## src/rtl/rstc_pkg.sv

```systemverilog
package rstc_pkg;

  // Control word written by software
  typedef struct packed {
    logic hold;   // bit 1: keep the board in local reset
    logic go;     // bit 0: fire one global reset pulse
  } rstc_ctrl_t;

  // Clock cycles in a time span given in microseconds, never below one
  function automatic int unsigned rstc_cycles(input longint unsigned clk_hz,
                                              input longint unsigned span_us);
    longint unsigned c;
    c = (clk_hz * span_us) / 64'd1000000;
    if (c == 0) c = 1;
    return int'(c);
  endfunction

  // Bits needed to hold a count from 0 to n
  function automatic int unsigned rstc_width(input int unsigned n);
    return (n < 2) ? 1 : $clog2(n + 1);
  endfunction

endpackage

```

## src/rtl/rstc_sync.sv

```systemverilog
module rstc_sync #(
  parameter int W      = 3,
  parameter int STAGES = 2
) (
  input  logic         clk,
  input  logic         rst_n,
  input  logic [W-1:0] d,
  output logic [W-1:0] q
);

  logic [W-1:0] stg [STAGES];

  generate
    for (genvar s = 0; s < STAGES; s++) begin : g_stage
      if (s == 0) begin : g_first
        always_ff @(posedge clk or negedge rst_n) begin
          if (!rst_n) stg[0] <= '0;
          else        stg[0] <= d;
        end
      end else begin : g_next
        always_ff @(posedge clk or negedge rst_n) begin
          if (!rst_n) stg[s] <= '0;
          else        stg[s] <= stg[s-1];
        end
      end
    end
  endgenerate

  assign q = stg[STAGES-1];

endmodule

```

## src/rtl/rstc_stretch.sv

```systemverilog
module rstc_stretch #(
  parameter int unsigned CYC = 16
) (
  input  logic clk,
  input  logic rst_n,
  input  logic trig,
  output logic active,
  output logic load
);

  localparam int unsigned CW = rstc_pkg::rstc_width(CYC);
  localparam logic [CW-1:0] FULL = CW'(CYC);

  logic [CW-1:0] cnt;

  assign load = trig;

  // Reset loads the full count, so power-on release is itself a request
  always_ff @(posedge clk or negedge rst_n) begin
    if (!rst_n)          cnt <= FULL;
    else if (trig)       cnt <= FULL;
    else if (cnt != '0)  cnt <= cnt - 1'b1;
  end

  assign active = (cnt != '0);

endmodule

```

## src/rtl/rstc_ctrl_reg.sv

```systemverilog
module rstc_ctrl_reg (
  input  logic                 clk,
  input  logic                 rst_n,
  input  logic                 wr_en,
  input  rstc_pkg::rstc_ctrl_t wr_data,
  input  logic                 sys_ctrl,
  input  logic                 go_taken,
  output logic                 go_pend,
  output logic                 hold_q
);

  always_ff @(posedge clk or negedge rst_n) begin
    if (!rst_n)                    go_pend <= 1'b0;
    else if (!sys_ctrl)            go_pend <= 1'b0;
    else if (wr_en && wr_data.go)  go_pend <= 1'b1;
    else if (go_taken)             go_pend <= 1'b0;
  end

  always_ff @(posedge clk or negedge rst_n) begin
    if (!rst_n)     hold_q <= 1'b0;
    else if (wr_en) hold_q <= wr_data.hold;
  end

endmodule

```

## src/rtl/bkpl_reset_ctrl.sv

```systemverilog
module bkpl_reset_ctrl #(
  parameter int unsigned CLK_HZ      = 125000000,
  parameter int unsigned GLB_MIN_US  = 200000,
  parameter int unsigned LCL_MIN_US  = 1000,
  parameter int unsigned SYNC_STAGES = 2
) (
  input  logic       clk,
  input  logic       por_n,
  input  logic       sys_ctrl,
  input  logic       btn_n,
  input  logic       wdog_expire,
  input  logic       bus_sysrst_in_n,
  input  logic       sw_wr,
  input  logic [1:0] sw_wdata,
  output logic       sysrst_drive_n,
  output logic       local_rst_n
);

  import rstc_pkg::*;

  localparam int unsigned GLB_CYC = rstc_cycles(CLK_HZ, GLB_MIN_US);
  localparam int unsigned LCL_CYC = rstc_cycles(CLK_HZ, LCL_MIN_US);
  localparam int SRC_N = 3;

  // Named internal events, visible to the checker
  logic [SRC_N-1:0] src_raw, src_sync;
  logic btn_act, wdog_act, bus_act;
  logic go_pend, hold_q;
  logic glb_trig, glb_load, glb_active, glb_drive;
  logic loc_trig, loc_load, loc_active;
  logic echo_mask, ext_trig;
  logic [SYNC_STAGES-1:0] drive_hist;

  assign src_raw = {~bus_sysrst_in_n, wdog_expire, ~btn_n};

  rstc_sync #(.W(SRC_N), .STAGES(SYNC_STAGES)) u_sync (
    .clk(clk), .rst_n(por_n), .d(src_raw), .q(src_sync)
  );

  assign btn_act  = src_sync[0];
  assign wdog_act = src_sync[1];
  assign bus_act  = src_sync[2];

  rstc_ctrl_reg u_ctrl (
    .clk(clk), .rst_n(por_n), .wr_en(sw_wr), .wr_data(rstc_ctrl_t'(sw_wdata)),
    .sys_ctrl(sys_ctrl), .go_taken(glb_load), .go_pend(go_pend), .hold_q(hold_q)
  );

  // Global path: only the system controller may request it
  assign glb_trig = sys_ctrl & (btn_act | wdog_act | go_pend);

  rstc_stretch #(.CYC(GLB_CYC)) u_glb (
    .clk(clk), .rst_n(por_n), .trig(glb_trig), .active(glb_active), .load(glb_load)
  );

  assign glb_drive = sys_ctrl & glb_active;

  // History of own drive covers the synchronizer delay of the echo
  generate
    if (SYNC_STAGES == 1) begin : g_hist1
      always_ff @(posedge clk or negedge por_n) begin
        if (!por_n) drive_hist <= '0;
        else        drive_hist <= glb_drive;
      end
    end else begin : g_histn
      always_ff @(posedge clk or negedge por_n) begin
        if (!por_n) drive_hist <= '0;
        else        drive_hist <= {drive_hist[SYNC_STAGES-2:0], glb_drive};
      end
    end
  endgenerate

  assign echo_mask = glb_drive | (|drive_hist);
  assign ext_trig  = bus_act & ~echo_mask;

  // Local path: active in every role
  assign loc_trig = btn_act | wdog_act | ext_trig | hold_q;

  rstc_stretch #(.CYC(LCL_CYC)) u_loc (
    .clk(clk), .rst_n(por_n), .trig(loc_trig), .active(loc_active), .load(loc_load)
  );

  assign sysrst_drive_n = ~glb_drive;
  assign local_rst_n    = ~loc_active;

endmodule

```

## config.mk

```make
export PLATFORM = sky130hd
export DESIGN_NAME = bkpl_reset_ctrl
export DESIGN_NICKNAME = d
export VERILOG_FILES = /design/src/rtl/rstc_pkg.sv /design/src/rtl/rstc_sync.sv /design/src/rtl/rstc_stretch.sv /design/src/rtl/rstc_ctrl_reg.sv /design/src/rtl/bkpl_reset_ctrl.sv
export SDC_FILE = /design/constraint.sdc
export NUM_CORES = 1
export LEC_CHECK = 0
export ABC_AREA = 1
export BUFFER_PORTS_ARGS = -buffer_cell sky130_fd_sc_hd__buf_2
export CAP_MARGIN = 0
export CORE_MARGIN = 10
export CORE_UTILIZATION = 40
export CTS_BUF_LIST = sky130_fd_sc_hd__clkbuf_16
export DETAILED_ROUTE_END_ITERATION = 10
export GPL_ROUTABILITY_DRIVEN = 1
export GPL_TIMING_DRIVEN = 0
export PLACE_DENSITY = 0.59
export SETUP_SLACK_MARGIN = 0.4
export SLEW_MARGIN = 20
export SYNTH_ARGS = -nofsm -noshare
export SYNTH_HDL_FRONTEND = slang
export SYNTH_HIERARCHICAL = 1
export SYNTH_SLANG_ARGS = --single-unit
export TNS_END_PERCENT = 100
```

## constraint.sdc

```tcl
create_clock -name clk -period 5.9 [get_ports clk]
set_input_delay 0.59 -clock clk [delete_from_list [all_inputs] [get_ports clk]]
set_output_delay 0.59 -clock clk [all_outputs]
set_load 0.01 [all_outputs]
```

==> results of run 1 <==
-- stage by stage --
step | utilization [%] | instances | cell area [um^2] | hold slack, ps
floorplan | - | 452 | 3270 | 294
global placement | 43.9 | 564 | 3450 | 334
detailed placement | 44.0 | 564 | 3450 | 339
CTS | 46.1 | 572 | 3620 | 356
global route | 46.1 | 572 | 3620 | 370
finish | 46.1 | 572 | 3620 | 351
-- final cells by class --
class                           instances  area (um^2)
Timing Repair Buffer                   10         52.6
Sequential cell                        52         1330
Buffer                                  9         68.8
Tap cell                              102          128
Fill cell                             833         4230
Multi-Input combinational cell        317         1600
Inverter                               74          279
Clock buffer                            5          125
Clock inverter                          3         42.5
-- flip-flops by register name, indices dropped and copies added, names as in the netlist --
name and cells:
drive_hist 2, u_sync/stg 3, u_ctrl/hold_q 1, u_glb/cnt 25, u_ctrl/go_pend 1, u_sync/q 3
u_loc/cnt 17
-- critical path, stage by stage, from the launching register on --
cell and delay, ps:
dfrtp_1 380, inv_1 160, ha_1 340, nand2_4 120, nor2_4 160, nand3_4 120, buf_6 160, inv_1 50
buf_2 120
-- worst max path at each step --
stage | start | endpoint | slack (ps)
floorplan | u_glb/cnt[0] | u_loc/cnt[0] | 3970
global placement | u_glb/cnt[0] | u_loc/cnt[0] | 3570
detailed placement | u_glb/cnt[0] | u_loc/cnt[12] | 3540
CTS | u_loc/cnt[0] | local_rst_n | 3380
global route | u_loc/cnt[0] | local_rst_n | 3270
finish | u_loc/cnt[0] | local_rst_n | 3410
-- power breakdown --
| part | total (mW) | internal, mW | switching (mW) | leakage, nW |
|---|---|---|---|---|
| registers | 0.423 | 0.389 | 0.0343 | 0.631 |
| clock network | 0.332 | 0.200 | 0.132 | 0.0856 |
| logic | 0.212 | 0.0699 | 0.142 | 1.11 |
| total | 0.967 | 0.659 | 0.308 | 1.83 |
-- cell usage in the layout, fill, tap and decap left out, types with 2 or more instances in the layout --
master     instances
buf_6              2
nand2_4            3
o21ai_0            7
nor2_4            12
nand4_1            9
nand2_2            7
buf_2             10
clkbuf_16          5
nand3_1           48
dfstp_2           19
nor2_1            76
dfrtp_1           33
nor3_1             3
ha_1               3
nand3_2            2
a21o_1             2
buf_4              6
inv_1             73
or2_2              2
nor2_2            14
nand3_4            2
nand2_1          107
a21oi_1            9
nand3b_1           6
-- layer usage --
layer  vias up  wire length, um  global-route usage [%]
li1       1433                -                       -
met5         -                0                       0
met4         0              101                    3.71
met1      1230             3370                    14.7
met2        44             3120                    18.3
met3         8              266                    2.27
==> out/summary.json, run 1 <==
{
  "die_width_um": 110,
  "power-per-cell-area_nw_per_um2": 267,
  "global_route_wire_length_before_repair_um": 11900,
  "timing.fmax_ghz": 0.401,
  "r2r_setup_slack_ps": 3550,
  "ys.warnings.count": 6,
  "final_net_count": 481,
  "grt-ovfl-total": 0,
  "ctsHtreeMaxLevel": 2,
  "cts_hold_buffers": 0,
  "regToRegStartpoint": "u_glb/cnt[0]",
  "row_count": 32,
  "cts_inserted_buffers": 5,
  "post-cts-setup-buffers": 0,
  "grt_setup_unrepaired": "false",
  "grt_start_max_net_pins": 53,
  "synthCells": 452,
  "critPathLaunchType": "register",
  "grt_antenna_before_repair": 0,
  "drc_errors": 0,
  "number_of_antenna_cells_inserted": 0,
  "cp.required_ps": 5310,
  "finalClockSkew_ps": 7.17,
  "place.detailed.hpwl_um": 5070,
  "place.port_buffers": 10,
  "syn_nets": 464,
  "drt-wirelength-per-cell_um": 12.0,
  "viasPerCell": 4.75,
  "worst_slew_margin_relative_to_its_limit_pct": 54.6,
  "post_synth.cell_area_avg_um2": 7.24,
  "route.vias.total": 2715,
  "tritoncts": "done",
  "groute.usage.overall_pct": 11.3,
  "floorplan.io_pins": 11,
  "drv.max_cap_violation_count": 0,
  "max_rail_drop_vdd_v": 0.000155,
  "final.setup.tns_ps": 0,
  "drive_above_1_share_pct": 19.1,
  "globalplace.congestion": 0.869,
  "mappedNetlistArea_um2": 3270,
  "end_kind": "output pin",
  "dr.first_iter.drc_count": 116,
  "die_height_um": 110,
  "timing_worst_slew_pin_value_ps": 680,
  "crit-reg2reg-capture": "u_loc/cnt[12]",
  "layout_setup_ws_ps": 3410,
  "totalWireLength_um": 6860,
  "clk_pin_slew_worst_paths_ps": 70,
  "post_cts.resized_instances": 0,
  "numClockSinks": 52,
  "timing.critical_path.arrival_ps": 1900,
  "max-clock-path-buffers": 2,
  "worstSetupPathType": "register to output pin",
  "total_power_mw": 0.967,
  "static-leakage-power_nw": 1.83,
  "clkLatencyLatePin_ps": 290,
  "worstRegToRegCells": 12,
  "core_region_area_um2": 7850,
  "run_status": "finished, final reports clean",
  "remaining_antenna_violation_count": 0,
  "crit_fanout": 10,
  "finalSetupViolCount": 0,
  "cts_root_buffer": "clkbuf_16",
  "post-route-period-util_pct": 42.2,
  "holdCritPathClass": "input pin to async pin",
  "fp.dieArea_um2": 12200,
  "hold_violations": 0,
  "setup_slack_placement_ps": 3540,
  "first_global_vias": 2612,
  "timing.final.max_slew_violations": 0,
  "drt_first_pass_iters": 4,
  "start_util_pct": 41.7,
  "area.growth.synth_to_final_pct": 10.6,
  "fin_crit_ps": 2490
}
No activity file was read; power rests on OpenSTA's default activity.
==> inputs of run 2 (changes only) <==
clock period = 2.32 ns   (was 5.9 ns; I/O delays follow)
==> run 2 against run 1 <==
- the flow now finishes with violations (negative hold slack)
- via count grew 1.3%
- final area up 3.8%
- die area stayed put
- clock skew up 0.97 ps
- register-to-register slack got worse by 3000 ps
- sequential share of layout area fell by 1.3 points
- hold slack worse by 380 ps
- critical path depth fell by 1
- global-route usage is 0.13 points higher
- power rose to 2.6 times the previous value
==> out/summary.json, run 2 (synthesized netlist as in run 1, its figures left out) <==
{
  "run_status": {"value": "finished with violations", "change": "was finished, final reports clean"},
  "failed_checks": "negative hold slack",
  "crit_fanout": {"value": 10, "change": "unchanged"},
  "max_rail_drop_vdd": {"value": 0.000432, "unit": "V", "change": "was 0.000155 V"},
  "cts_root_buffer": {"value": "clkbuf_16", "change": "unchanged"},
  "final_net_count": {"value": 492, "change": "was 481"},
  "drc_errors": {"value": 0, "change": "unchanged"},
  "global_route_wire_length_before_repair": {"value": 12000, "unit": "um", "change": "was 11900 um"},
  "die_width": {"value": 110, "unit": "um", "change": "unchanged"},
  "post-route-period-util_pct": 79.9,
  "totalWireLength": {"value": 7030, "unit": "um", "change": "was 6860 um"},
  "timing.critical_path.arrival": {"value": 1620, "unit": "ps", "change": "was 1900 ps"},
  "layout_setup_ws": {"value": 466, "unit": "ps", "change": "was 3410 ps"},
  "setup_slack_placement": {"value": 88.7, "unit": "ps", "change": "was 3540 ps"},
  "clkLatencyLatePin": {"value": 290, "unit": "ps", "change": "about the same"},
  "end_kind": {"value": "output pin", "change": "unchanged"},
  "hold_violations": {"value": 24, "change": "was 0"},
  "swShare": {"value": 32.4, "unit": "%", "change": "was 31.8%"},
  "grt_setup_unrepaired": {"value": "false", "change": "unchanged"},
  "cp.required": {"value": 2090, "unit": "ps", "change": "was 5310 ps"},
  "remaining_antenna_violation_count": {"value": 0, "change": "unchanged"},
  "finalClockSkew": {"value": 8.14, "unit": "ps", "change": "was 7.17 ps"},
  "cts_inserted_buffers": {"value": 5, "change": "unchanged"},
  "place.port_buffers": {"value": 10, "change": "unchanged"},
  "timing.fmax_ghz": 0.539,
  "power.combinational.fraction": {"value": 22.7, "unit": "%", "change": "was 21.9%"},
  "globalplace.congestion": {"value": 0.856, "change": "was 0.869"},
  "drt_first_pass_iters": {"value": 4, "change": "unchanged"},
  "power_frac_clock": {"value": 34.3, "unit": "%", "change": "about the same"},
  "viasPerCell": {"value": 4.72, "change": "was 4.75"},
  "clk_pin_slew_worst_paths": {"value": 70, "unit": "ps", "change": "about the same"},
  "power-per-cell-area": {"value": 671, "unit": "nW/um^2", "change": "was 267 nW/um^2"},
  "core_region_area": {"value": 7850, "unit": "um^2", "change": "unchanged"},
  "drv.max_cap_violation_count": {"value": 0, "change": "unchanged"},
  "worst_hold_slack": {"value": -32.5, "unit": "ps", "change": "was 351 ps"},
  "largest_registers": {"value": "u_glb/cnt (25), u_loc/cnt (17)", "change": "unchanged"},
  "fp.dieArea": {"value": 12200, "unit": "um^2", "change": "unchanged"},
  "worst_slew_margin_relative_to_its_limit": {"value": 54.8, "unit": "%", "change": "was 54.6%"},
  "largest_register_ff_count": {"value": 25, "change": "unchanged"},
  "groute.usage.overall": {"value": 11.4, "unit": "%", "change": "was 11.3%"},
  "grt_antenna_before_repair": {"value": 0, "change": "unchanged"},
  "numClockSinks": {"value": 52, "change": "unchanged"},
  "number_of_antenna_cells_inserted": {"value": 0, "change": "unchanged"},
  "start_util": {"value": 41.7, "unit": "%", "change": "unchanged"},
  "sequential_group_share_of_total_power": {"value": 43.1, "unit": "%", "change": "was 43.8%"},
  "worstSetupPathType": {"value": "register to output pin", "change": "unchanged"},
  "dr.first_iter.drc_count": {"value": 157, "change": "was 116"},
  "grt-ovfl-total": {"value": 0, "change": "unchanged"},
  "place.detailed.hpwl": {"value": 5030, "unit": "um", "change": "was 5070 um"},
  "cts_hold_buffers": {"value": 0, "change": "unchanged"},
  "timing.final.max_slew_violations": {"value": 0, "change": "unchanged"},
  "fin_crit_ps": 1850,
  "cellInternalPower": {"value": 1.70, "unit": "mW", "change": "was 0.659 mW"},
  "commonest_non_fill_non_tap_cell_in_the_layout": {"value": "nand2_1", "change": "unchanged"},
  "ctsHtreeMaxLevel": {"value": 2, "change": "unchanged"},
  "static-leakage-power": {"value": 1.88, "unit": "nW", "change": "was 1.83 nW"},
  "drive_above_1_share": {"value": 23.3, "unit": "%", "change": "was 19.1%"},
  "die_height": {"value": 110, "unit": "um", "change": "unchanged"},
  "holdCritPathClass": {"value": "input pin to async pin", "change": "unchanged"},
  "registers.top_by_ff_count": {"value": "u_glb/cnt", "change": "unchanged"},
  "row_count": {"value": 32, "change": "unchanged"},
  "timing_worst_slew_pin_value": {"value": 678, "unit": "ps", "change": "was 680 ps"},
  "grt_start_max_net_pins": {"value": 53, "change": "unchanged"},
  "first_global_vias": {"value": 2585, "change": "was 2612"},
  "area.growth.synth_to_final": {"value": 14.8, "unit": "%", "change": "was 10.6%"},
  "finalSetupViolCount": {"value": 0, "change": "unchanged"},
  "max-clock-path-buffers": {"value": 2, "change": "unchanged"},
  "final.setup.tns": {"value": 0, "unit": "ps", "change": "unchanged"},
  "most_used_cells_in_the_layout_excluding_fill_and_tap_cells": {"value": "106 x nand2_1, 75 x nor2_1, 69 x inv_1, 47 x nand3_1, 32 x dfrtp_1", "change": "was 107 x nand2_1, 76 x nor2_1, 73 x inv_1, 48 x nand3_1, 33 x dfrtp_1"},
  "switching_power_of_the_nets": {"value": 0.817, "unit": "mW", "change": "was 0.308 mW"},
  "floorplan.io_pins": {"value": 11, "change": "unchanged"},
  "tritoncts": {"value": "done", "change": "unchanged"},
  "route.vias.total": {"value": 2750, "change": "was 2715"},
  "critPathLaunchType": {"value": "register", "change": "unchanged"},
  "drt-wirelength-per-cell": {"value": 12.1, "unit": "um", "change": "was 12.0 um"}
}
==> run 2: power groups by stage <==
| stage | logic (mW) | registers, mW | clock network, mW |
|---|---|---|---|
| after floorplan | 0.424 | 1.07 | 0 |
| after global placement | 0.533 | 1.09 | 0 |
| after detailed placement | 0.541 | 1.09 | 0 |
| after CTS | 0.555 | 1.08 | 0.889 |
| after global routing | 0.647 | 1.09 | 0.935 |
| final | 0.571 | 1.09 | 0.863 |
==> run 2: final cells by class <==
type | count | area [um^2]
plain buffers | 9 | 78.8
clock buffers | 5 | 125
clock inverters | 3 | 46.3
fillers | 800 | 4090
inverters | 74 | 279
multi-input cells | 317 | 1640
flip-flops and latches | 52 | 1330
well taps | 102 | 128
repair buffers | 21 | 135
==> run 2: worst max-delay path, stage by stage, from the launching register on <==
cell,delay [ps]
dfrtp_1,430
nor2_2,180
nand2_2,110
nor2_4,170
nand3_4,120
buf_6,160
inv_1,50
buf_2,120
==> run 2: worst paths after layout <==
kind                                from             to  slack [ps]  cells after the start
hold reg to reg            u_sync/stg[3]    u_sync/q[0]         350                      0
setup / recovery            u_loc/cnt[4]    local_rst_n         470                      7
hold / removal                     por_n  u_glb/cnt[23]         -30                      1
max in group asynchronous          por_n   u_loc/cnt[9]        1850                      1
min in group clk             wdog_expire  u_sync/stg[4]          40                      1
setup reg to reg            u_glb/cnt[1]   u_loc/cnt[0]         540                     12
==> run 2: per-layer routing <==
layer / part of all wire [%] / global-route usage, % / wire [um] / vias up
li1: - / - / - / 1449
met1: 50 / 15.4 / 3500 / 1263
met2: 46 / 18.0 / 3270 / 34
met3: 2.8 / 2.32 / 198 / 4
met4: 0.97 / 3.20 / 68 / 0
met5: 0 / 0 / 0 / -
==> run 2: repair_timing <==
action,CTS,global route
setup buffers,2,9
gates resized for setup,8,7
pin swaps,0,4
setup endpoints to repair,11,10
cloned,0,0
==> run 2: metrics by stage <==
step / total power, mW / utilization [%] / hold slack (ps) / std cells / area [um^2]
after detailed placement: 1.63 / 44.0 / 330 / 564 / 3450
after global placement: 1.62 / 44.0 / 334 / 564 / 3450
final: 2.52 / 47.9 / -32.5 / 583 / 3760
after floorplan: 1.50 / - / -63.6 / 452 / 3270
after global routing: 2.68 / 47.9 / 24.8 / 583 / 3760
after CTS: 2.52 / 46.7 / 11.2 / 574 / 3670
